===== config.mk =====
export PLATFORM = sky130hd
export DESIGN_NAME = fpcc_unit
export DESIGN_NICKNAME = d
export VERILOG_FILES = /design/src/rtl/fpcc_pkg.sv /design/src/rtl/fpcc_lane.sv /design/src/rtl/fpcc_unit.sv
export SDC_FILE = /design/constraint.sdc
export NUM_CORES = 1
export LEC_CHECK = 0
export BUFFER_PORTS_ARGS = -buffer_cell sky130_fd_sc_hd__buf_2
export CELL_PAD_IN_SITES_DETAIL_PLACEMENT = 1
export CELL_PAD_IN_SITES_GLOBAL_PLACEMENT = 1
export CORE_MARGIN = 1.5
export CORE_UTILIZATION = 44
export CTS_BUF_LIST = sky130_fd_sc_hd__clkbuf_4
export DETAILED_ROUTE_END_ITERATION = 10
export GPL_TIMING_DRIVEN = 1
export PLACE_DENSITY_LB_ADDON = 0.08
export SYNTH_ARGS = -nofsm -noshare
export SYNTH_HDL_FRONTEND = slang
export SYNTH_SLANG_ARGS = --single-unit

===== constraint.sdc =====
create_clock -name clk -period 7.4 [get_ports clk]
set_input_delay 1.48 -clock clk [delete_from_list [all_inputs] [get_ports clk]]
set_output_delay 1.48 -clock clk [all_outputs]
set_load 0.01 [all_outputs]

===== src/rtl/fpcc_pkg.sv =====
package fpcc_pkg;
    localparam int CSR_W    = 32;
    localparam int CC_BITS  = 3;
    localparam int CAUSE_HI = 17;
    localparam int CAUSE_LO = 12;
    localparam int CAUSE_V  = 16;
    localparam int FLAG_V   = 6;
    localparam int CC0_POS  = 23;
    localparam int CCN_BASE = 24;
    localparam int SP_EXP   = 8;
    localparam int SP_MAN   = 23;
    localparam int DP_EXP   = 11;
    localparam int DP_MAN   = 52;
    localparam int SP_W     = 1 + SP_EXP + SP_MAN;
    localparam int DP_W     = 1 + DP_EXP + DP_MAN;
    localparam int PS_LANES = DP_W / SP_W;

    typedef enum logic [1:0] {
        FMT_SGL = 2'd0,
        FMT_DBL = 2'd1,
        FMT_PSG = 2'd2,
        FMT_RSV = 2'd3
    } fmt_e;

    typedef enum logic {
        ST_IDLE   = 1'b0,
        ST_COMMIT = 1'b1
    } state_e;

    function automatic logic [4:0] cc_pos(input logic [CC_BITS-1:0] idx);
        if (idx == '0) return 5'(CC0_POS);
        return 5'(CCN_BASE) + 5'(idx);
    endfunction
endpackage


===== src/rtl/fpcc_lane.sv =====
module fpcc_lane #(
    parameter int EXP_W = 8,
    parameter int MAN_W = 23,
    localparam int W    = 1 + EXP_W + MAN_W
) (
    input  logic [W-1:0] a,
    input  logic [W-1:0] b,
    input  logic [2:0]   pred,
    input  logic         sig,
    output logic         sig_hit,
    output logic         cond
);
    logic         a_nan, b_nan, a_qnan, b_qnan;
    logic [W-2:0] a_mag, b_mag;
    logic         zeros, eq, lt;

    always_comb begin
        a_mag  = a[W-2:0];
        b_mag  = b[W-2:0];
        a_nan  = (&a[W-2:MAN_W]) && (|a[MAN_W-1:0]);
        b_nan  = (&b[W-2:MAN_W]) && (|b[MAN_W-1:0]);
        a_qnan = a_nan && a[MAN_W-1];
        b_qnan = b_nan && b[MAN_W-1];
        zeros  = (a_mag == '0) && (b_mag == '0);
        eq     = (a == b) || zeros;
        if (zeros)
            lt = 1'b0;
        else if (a[W-1] != b[W-1])
            lt = a[W-1];
        else if (!a[W-1])
            lt = a_mag < b_mag;
        else
            lt = a_mag > b_mag;
        sig_hit = sig && (a_qnan || b_qnan);
        if (a_nan || b_nan)
            cond = pred[2];
        else
            cond = (pred[1] && eq) || (pred[0] && lt);
    end
endmodule


===== src/rtl/fpcc_unit.sv =====
module fpcc_unit
    import fpcc_pkg::*;
(
    input  logic                 clk,
    input  logic                 rst_n,
    input  logic                 op_valid,
    input  logic [1:0]           op_fmt,
    input  logic [2:0]           op_pred,
    input  logic                 op_sig,
    input  logic [CC_BITS-1:0]   op_cc,
    input  logic [DP_W-1:0]      op_a,
    input  logic [DP_W-1:0]      op_b,
    input  logic                 csr_we,
    input  logic [CSR_W-1:0]     csr_wdata,
    output logic [CSR_W-1:0]     csr_rdata,
    output logic                 op_done
);
    state_e               state_q, state_d;
    fmt_e                 fmt_q;
    logic [2:0]           pred_q;
    logic                 sig_q;
    logic [CC_BITS-1:0]   cc_q;
    logic [DP_W-1:0]      a_q, b_q;
    logic [CSR_W-1:0]     fcsr_q, fcsr_nxt;
    logic                 done_q;
    logic                 busy;

    logic                 dbl_hit, dbl_cond;
    logic [PS_LANES-1:0]  sl_hit, sl_cond;
    logic [PS_LANES-1:0]  wr_en, wr_val;
    logic                 inv;

    assign busy = (state_q == ST_COMMIT);

    fpcc_lane #(.EXP_W(DP_EXP), .MAN_W(DP_MAN)) u_dbl (
        .a(a_q), .b(b_q), .pred(pred_q), .sig(sig_q),
        .sig_hit(dbl_hit), .cond(dbl_cond)
    );

    for (genvar g = 0; g < PS_LANES; g++) begin : g_sl
        fpcc_lane #(.EXP_W(SP_EXP), .MAN_W(SP_MAN)) u_sl (
            .a(a_q[g*SP_W +: SP_W]), .b(b_q[g*SP_W +: SP_W]),
            .pred(pred_q), .sig(sig_q),
            .sig_hit(sl_hit[g]), .cond(sl_cond[g])
        );
    end

    // lane selection per format
    always_comb begin
        wr_en  = '0;
        wr_val = '0;
        inv    = 1'b0;
        unique case (fmt_q)
            FMT_SGL: begin
                wr_en[0]  = !sl_hit[0];
                wr_val[0] = sl_cond[0];
                inv       = sl_hit[0];
            end
            FMT_DBL: begin
                wr_en[0]  = !dbl_hit;
                wr_val[0] = dbl_cond;
                inv       = dbl_hit;
            end
            FMT_PSG: begin
                wr_en  = ~sl_hit;
                wr_val = sl_cond;
                inv    = |sl_hit;
            end
            FMT_RSV: begin
                inv = 1'b0;
            end
        endcase
    end

    // register update for a committed compare
    always_comb begin
        fcsr_nxt = fcsr_q;
        fcsr_nxt[CAUSE_HI:CAUSE_LO] = '0;
        if (inv) begin
            fcsr_nxt[CAUSE_V] = 1'b1;
            fcsr_nxt[FLAG_V]  = 1'b1;
        end
        for (int l = 0; l < PS_LANES; l++) begin
            if (wr_en[l])
                fcsr_nxt[cc_pos(cc_q + CC_BITS'(l))] = wr_val[l];
        end
    end

    // next state
    always_comb begin
        state_d = state_q;
        unique case (state_q)
            ST_IDLE:   if (op_valid) state_d = ST_COMMIT;
            ST_COMMIT: state_d = ST_IDLE;
        endcase
    end

    // state register
    always_ff @(posedge clk) begin
        if (!rst_n) state_q <= ST_IDLE;
        else        state_q <= state_d;
    end

    // operand capture
    always_ff @(posedge clk) begin
        if (!rst_n) begin
            fmt_q  <= FMT_SGL;
            pred_q <= '0;
            sig_q  <= 1'b0;
            cc_q   <= '0;
            a_q    <= '0;
            b_q    <= '0;
        end else if (state_q == ST_IDLE && op_valid) begin
            fmt_q  <= fmt_e'(op_fmt);
            pred_q <= op_pred;
            sig_q  <= op_sig;
            cc_q   <= op_cc;
            a_q    <= op_a;
            b_q    <= op_b;
        end
    end

    // outputs
    always_ff @(posedge clk) begin
        if (!rst_n) begin
            fcsr_q <= '0;
            done_q <= 1'b0;
        end else begin
            done_q <= busy;
            if (busy)        fcsr_q <= fcsr_nxt;
            else if (csr_we) fcsr_q <= csr_wdata;
        end
    end

    assign csr_rdata = fcsr_q;
    assign op_done   = done_q;
endmodule


# Word level (Yosys, flattened, before mapping)
# Index checks and enable logic that the tools add are counted.
classes:
  magnitude_cmp: 10
  n_eq_ne: 8
  n_mux: 41
  n_bitwise: 2
  add_sub_neg: 3
  reduce_logical: 65
ops:
  columns: ["operator", "count"]
  rows:
  - ["2-to-1 mux 32 bit", 4]
  - ["zero test 63 bit", 2]
  - ["zero test 31 bit", 4]
  - ["OR reduction 52 bit", 2]
  - ["OR reduction 23 bit", 4]
  - ["bitwise mux 32 bit", 2]
  - ["== test 32 bit", 2]
  - ["== test 64 bit", 1]
  - ["greater-than comparator 63 bit", 1]
  - ["less-than comparator 63 bit", 1]
  - ["greater-than comparator 31 bit", 2]
  - ["less-than comparator 31 bit", 2]
  - ["AND reduction 8 bit", 4]
  - ["2-to-1 mux 5 bit", 6]
  - ["logical AND 1 bit", 27]
  - ["2-to-1 mux 1 bit", 23]
  - ["AND reduction 11 bit", 2]
  - ["logical OR 1 bit", 12]
  - ["less-than comparator 5 x 6 -> 1 bit, second input constant", 2]
  - ["adder 4 x 4 -> 5 bit, first input constant", 2]
  - ["demux 1 bit (select 5 bit)", 2]
  - [">= comparator 5 x 1 -> 1 bit, second input constant", 2]
  - ["zero test 3 bit", 2]
  - ["== test 2 bit, second input constant", 2]
  - ["12 further kinds", 16]
word_totals:
  out_inout_bits: 33
  register_bits: 171
  inputBits: 173
  elab_cells: 138

# Depth between registers and ports, before layout
depth:
  word_depth: 19
  mapped_depth: 12
  mapped_depth_nobuf: 11

# Modules after synthesis
# From an unflattened synthesis, not the netlist that was laid out.
unflattened:
  cells_unflattened: 1452
  area_unflattened_um2: 10928.0
modules_own_cells:
  columns: ["mod", "instances", "seq_area_each_um2", "cells_each", "area_each_um2"]
  rows:
  - ["fpcc_unit", 1, 3423.3, 843, 6687.7]
  - ["fpcc_lane at g_sl[0].u_sl ...", 2, 0.0, 160, 1119.8]
  - ["fpcc_lane at u_dbl", 1, 0.0, 289, 2000.7]

# Least setup slack after synthesis
# OpenSTA, ideal clock, no wires.
synth_timing:
  path_kind: "reg-to-reg"
  start: "register b_q[61]"
  end: "register fcsr_q[24], in the netlist csr_rdata[24]"
  stages_incl_launch_ff: 12
  setup_slack_ns: 4.546
  setup_time_ns: 0.116
  n_path_buf: 0
  required_time_ns: 7.284
  synth_period_minus_slack_ns: 2.854
  arrival_ns: 2.739
  cell_sequence: "dfxtp_1 > inv_1 > ha_1 > a21oi_2 > nand2_1 > a221o_1 > a211o_1 > or3_1 > o21ai_1 > a31oi_4 > or3_1 > a31o_1"
synth_between:
  elab_chain_len: 13
  elab_cells_between_ends: 49
  classes_between: "order compare: 4; eq/ne: 2; mux: 17; bitwise: 1; reduce/logical: 25"
synth_rtl:
  columns: ["element", "line_no", "rtl"]
  rows:
  - ["start, declared", "fpcc_unit.sv:23", "logic [DP_W-1:0] a_q, b_q;"]
  - ["start signal, assigned", "fpcc_unit.sv:119", "b_q <= op_b;"]
  - ["less-than comparator 63 bit or greater-than comparator 63 bit (tied branches)", "fpcc_lane.sv:31, fpcc_lane.sv:33", null]
  - ["2-to-1 mux 1 bit", "fpcc_lane.sv:30", "else if (!a[W-1])"]
  - ["2-to-1 mux 1 bit", "fpcc_lane.sv:28", "else if (a[W-1] != b[W-1])"]
  - ["2-to-1 mux 1 bit", "fpcc_lane.sv:26", "if (zeros)"]
  - ["logical AND 1 bit", "fpcc_lane.sv:38", "cond = (pred[1] && eq) || (pred[0] && lt);"]
  - ["logical OR 1 bit", "fpcc_lane.sv:38", null]
  - ["2-to-1 mux 1 bit", "fpcc_lane.sv:35", "if (a_nan || b_nan)"]
  - ["case mux 1 bit (2 select lines)", "fpcc_unit.sv:53", "unique case (fmt_q)"]
  - ["bitwise mux 32 bit", "fpcc_unit.sv:85", "fcsr_nxt[cc_pos(cc_q + CC_BITS'(l))] = wr_val[l];"]
  - ["2-to-1 mux 32 bit", "fpcc_unit.sv:84", "if (wr_en[l])"]
  - ["bitwise mux 32 bit", "fpcc_unit.sv:85", null]
  - ["2-to-1 mux 32 bit (*)", "fpcc_unit.sv:84", null]
  - ["2-to-1 mux 32 bit (*)", "fpcc_unit.sv:130", "if (busy) fcsr_q <= fcsr_nxt;"]
  - ["end signal, assigned", "fpcc_unit.sv:130", null]
  - ["end signal, assigned", "fpcc_unit.sv:131", "else if (csr_we) fcsr_q <= csr_wdata;"]
  - ["end, declared", "fpcc_unit.sv:24", "logic [CSR_W-1:0] fcsr_q, fcsr_nxt;"]
# Every way passes the cells marked *; elsewhere a longest branch is shown, timed or not.
# A chain may end at the register's enable or synchronous reset.

# Worst setup path in the final report
# Ends and elaborated chain as after synthesis.

==> summary.md <==
| Metric | Value |
|---|---|
| Worst-case clock buffer depth | `2` |
| Syn Std Cell Area | `9170 um^2` |
| Peak VDD IR | `0.134 mV` |
| Top cell type's share of synthesized area | `37.3%` |
| R2r worst-path depth | `11` |
| CP Launch Point | `b_q[61]` |
| Setup tns final | `0 ns` |
| Final instance area | `10700 um^2` |
| Ys Warns | `0` |
| First-pass GRT wire length | `43800 um` |
| Via count | `8621` |
| Layout area overhead | `16.5%` |
| # resized after CTS | `0` |
| Placed Instance Area | `10300 um^2` |
| Final setup vio count | `0` |
| Syn Nets | `1413` |
| P_leak | `0.00450 uW` |
| Commonest cells in the netlist | `nand2_1 (342), dfxtp_1 (171), a21boi_0 (153)` |
| CTS H-tree depth | `4` |
| Gr usage total | `24.9%` |
| Outcome | `complete, no violations` |
| Cell count after synthesis | `1171` |
| Final period util | `47.0%` |
| Worst min-delay path category | `register to register` |
| Final Net Count | `1578` |
| Finished Layout Cells | `1620` |
| Core area | `20400 um^2` |
| Yosys cell types | `57` |
| Worst clock skew | `0.0213 ns` |
| IO Port Bufs | `205` |
| Relative slew slack | `32.1%` |
| Crit Path Max Fanout | `11` |
| Most frequent cell after synthesis | `nand2_1` |
| Die W | `147 um` |
| Detailed Route Iter0 Violations | `330` |
| Die H | `147 um` |
| Critical path type | `register to register` |
| Final Hold Fails | `0` |
| Top post-synthesis cells by area | `dfxtp_1 (37%), nand2_1 (14%), a21boi_0 (13%), ha_1 (9.4%), inv_1 (3.0%)` |
| Placed insts | `1587` |
| Dominant synthesized flop cell | `dfxtp_1` |
| Clk_lat worst skew | `0.59 ns` |
| Residual DRC | `0` |
| Async SR Flop Fraction | `0%` |
| Fmax | `287 MHz` |
| Initial antenna violation count | `1` |
| Crit start category | `register` |
| Drt total wl | `26500 um` |
| Starting density of the core | `45.0%` |
| Pre-antenna DRT Iters | `4` |
| Hold_sp | `csr_rdata[6]` |
| Post-synthesis sequential element count | `171` |
| Vias in the first global route | `8731` |
| ANT nets after route | `0` |
| Max Cap Viol | `0` |
| Worst Hold Path Cells | `2` |
| Clk sinks | `171` |
| Root Driver | `clkbuf_4` |
| Period minus WS final | `3.48 ns` |
| RSZ-0062 raised after global routing | `no` |
| Clock buffer count from CTS | `17` |
| Worst path arrival time | `4.01 ns` |
| Critical Path RT | `7.93 ns` |
| Grt total ovfl | `0` |
| Mean post-synth cell area | `7.83 um^2` |
| Share of cells above drive strength 1 | `19.0%` |
| CTS tree | `built` |
| Post-synth EDFFs | `0` |
| Post-synthesis sequential area ratio | `37.3%` |
| Hold_buf cts | `0` |
| PD cells | `191 nW/um^2` |
| Via/cell ratio | `5.32` |
| Postcts setup bufs | `0` |
| I/O pin total | `206` |
| Die ar. | `21700 um^2` |
| Worst-Margin Slew | `1.01 ns` |
| Pin count of the biggest net entering global routing | `106` |
| RR Startpoint | `b_q[61]` |
| Site Rows | `52` |
| Routed len/inst | `16.3 um` |
| Post-synth top area cell | `dfxtp_1` |
| Worst-path clk slew | `0.16 ns` |
| Post-DP HPWL | `19900 um` |
| Placer Congestion | `0.802` |
| WHS | `0.463 ns` |
| Max-slew violation count | `0` |
| Worst setup EP type | `register` |
area by class of cell:
type	instances	area (um^2)
clock inverters	15	208
fillers	2626	9680
clock buffers	17	128
flip-flops and latches	171	3420
repair buffers	209	1060
diodes	1	2.50
well taps	270	338
multi-input cells	863	5250
inverters	74	278
stage by stage:
stage               worst slack, ns  util [%]  total power [uW]
detailed placement             3.92      50.8              1430
floorplan                      4.55         -              1280
global route                   3.73      52.5              2160
finish                         3.92      52.5              2040
global placement               3.99      50.8              1420
CTS                            3.89      52.5              2070
cell families (layout without fill, tap and decap cells):
group	after synthesis	after routing	synth area share (%)
xor gates and xnor gates	2	2	0.191
AOI/OAI and AO/OA	254	254	20.0
muxes	18	18	2.03
other	0	1	0
buffers and inverters	137	315	5.61
and+or+nand+nor	520	520	25.4
adders and majority gates	69	69	9.41
DFF	171	171	37.3
report_power, final:
part | switching (uW) | internal [uW]
registers | 54.1 | 976
logic | 217 | 165
clock network | 356 | 274
critical path: stages, from the launching register on:
cell and delay, ns:
dfxtp_1 0.42, inv_1 0.07, ha_1 0.33, a21oi_2 0.15
nand2_1 0.06, a221o_1 0.33, a211o_1 0.32, a211oi_1 0.34
o2111ai_1 0.16, o21ai_1 0.81, mux2_2 0.30, a31o_1 0.13
layout by cell type (no fill, tap or decap), drive strengths merged, types with 7 or more instances in the layout:
cell / Yosys / layout
ha: 69 / 69
nand4: 35 / 35
nor2: 29 / 29
dfxtp: 171 / 171
nand2: 342 / 342
a21boi: 153 / 153
a21oi: 25 / 25
nand2b: 7 / 7
buf: 3 / 209
o21ai: 23 / 23
clkbuf: 60 / 17
nor2b: 7 / 7
mux2i: 13 / 13
or3: 9 / 9
and3: 7 / 7
inv: 74 / 80
nor4: 36 / 36
nor3: 11 / 11
a211oi: 8 / 8
nand3: 17 / 17
metal layers:
layer,track usage [%],wire length [um],up-vias
met5,0,0,-
met4,5.65,228,0
met3,4.10,1020,13
met2,41.9,12500,163
met1,33.6,12700,4094
li1,-,-,4351
sequential cells by signal, summed over array words and instances, names as in the netlist:
register	count
a_q	64
b_q	64
busy	1
cc_q	3
csr_rdata	32
fmt_q	2
op_done	1
pred_q	3
sig_q	1
final timing paths:
path,to,slack [ns]
setup reg to reg,csr_rdata[24],3.92
hold / removal,csr_rdata[6],0.46
setup / recovery,csr_rdata[24],3.92
hold reg to reg,csr_rdata[6],0.46
Power figures use the tool's default switching activity.
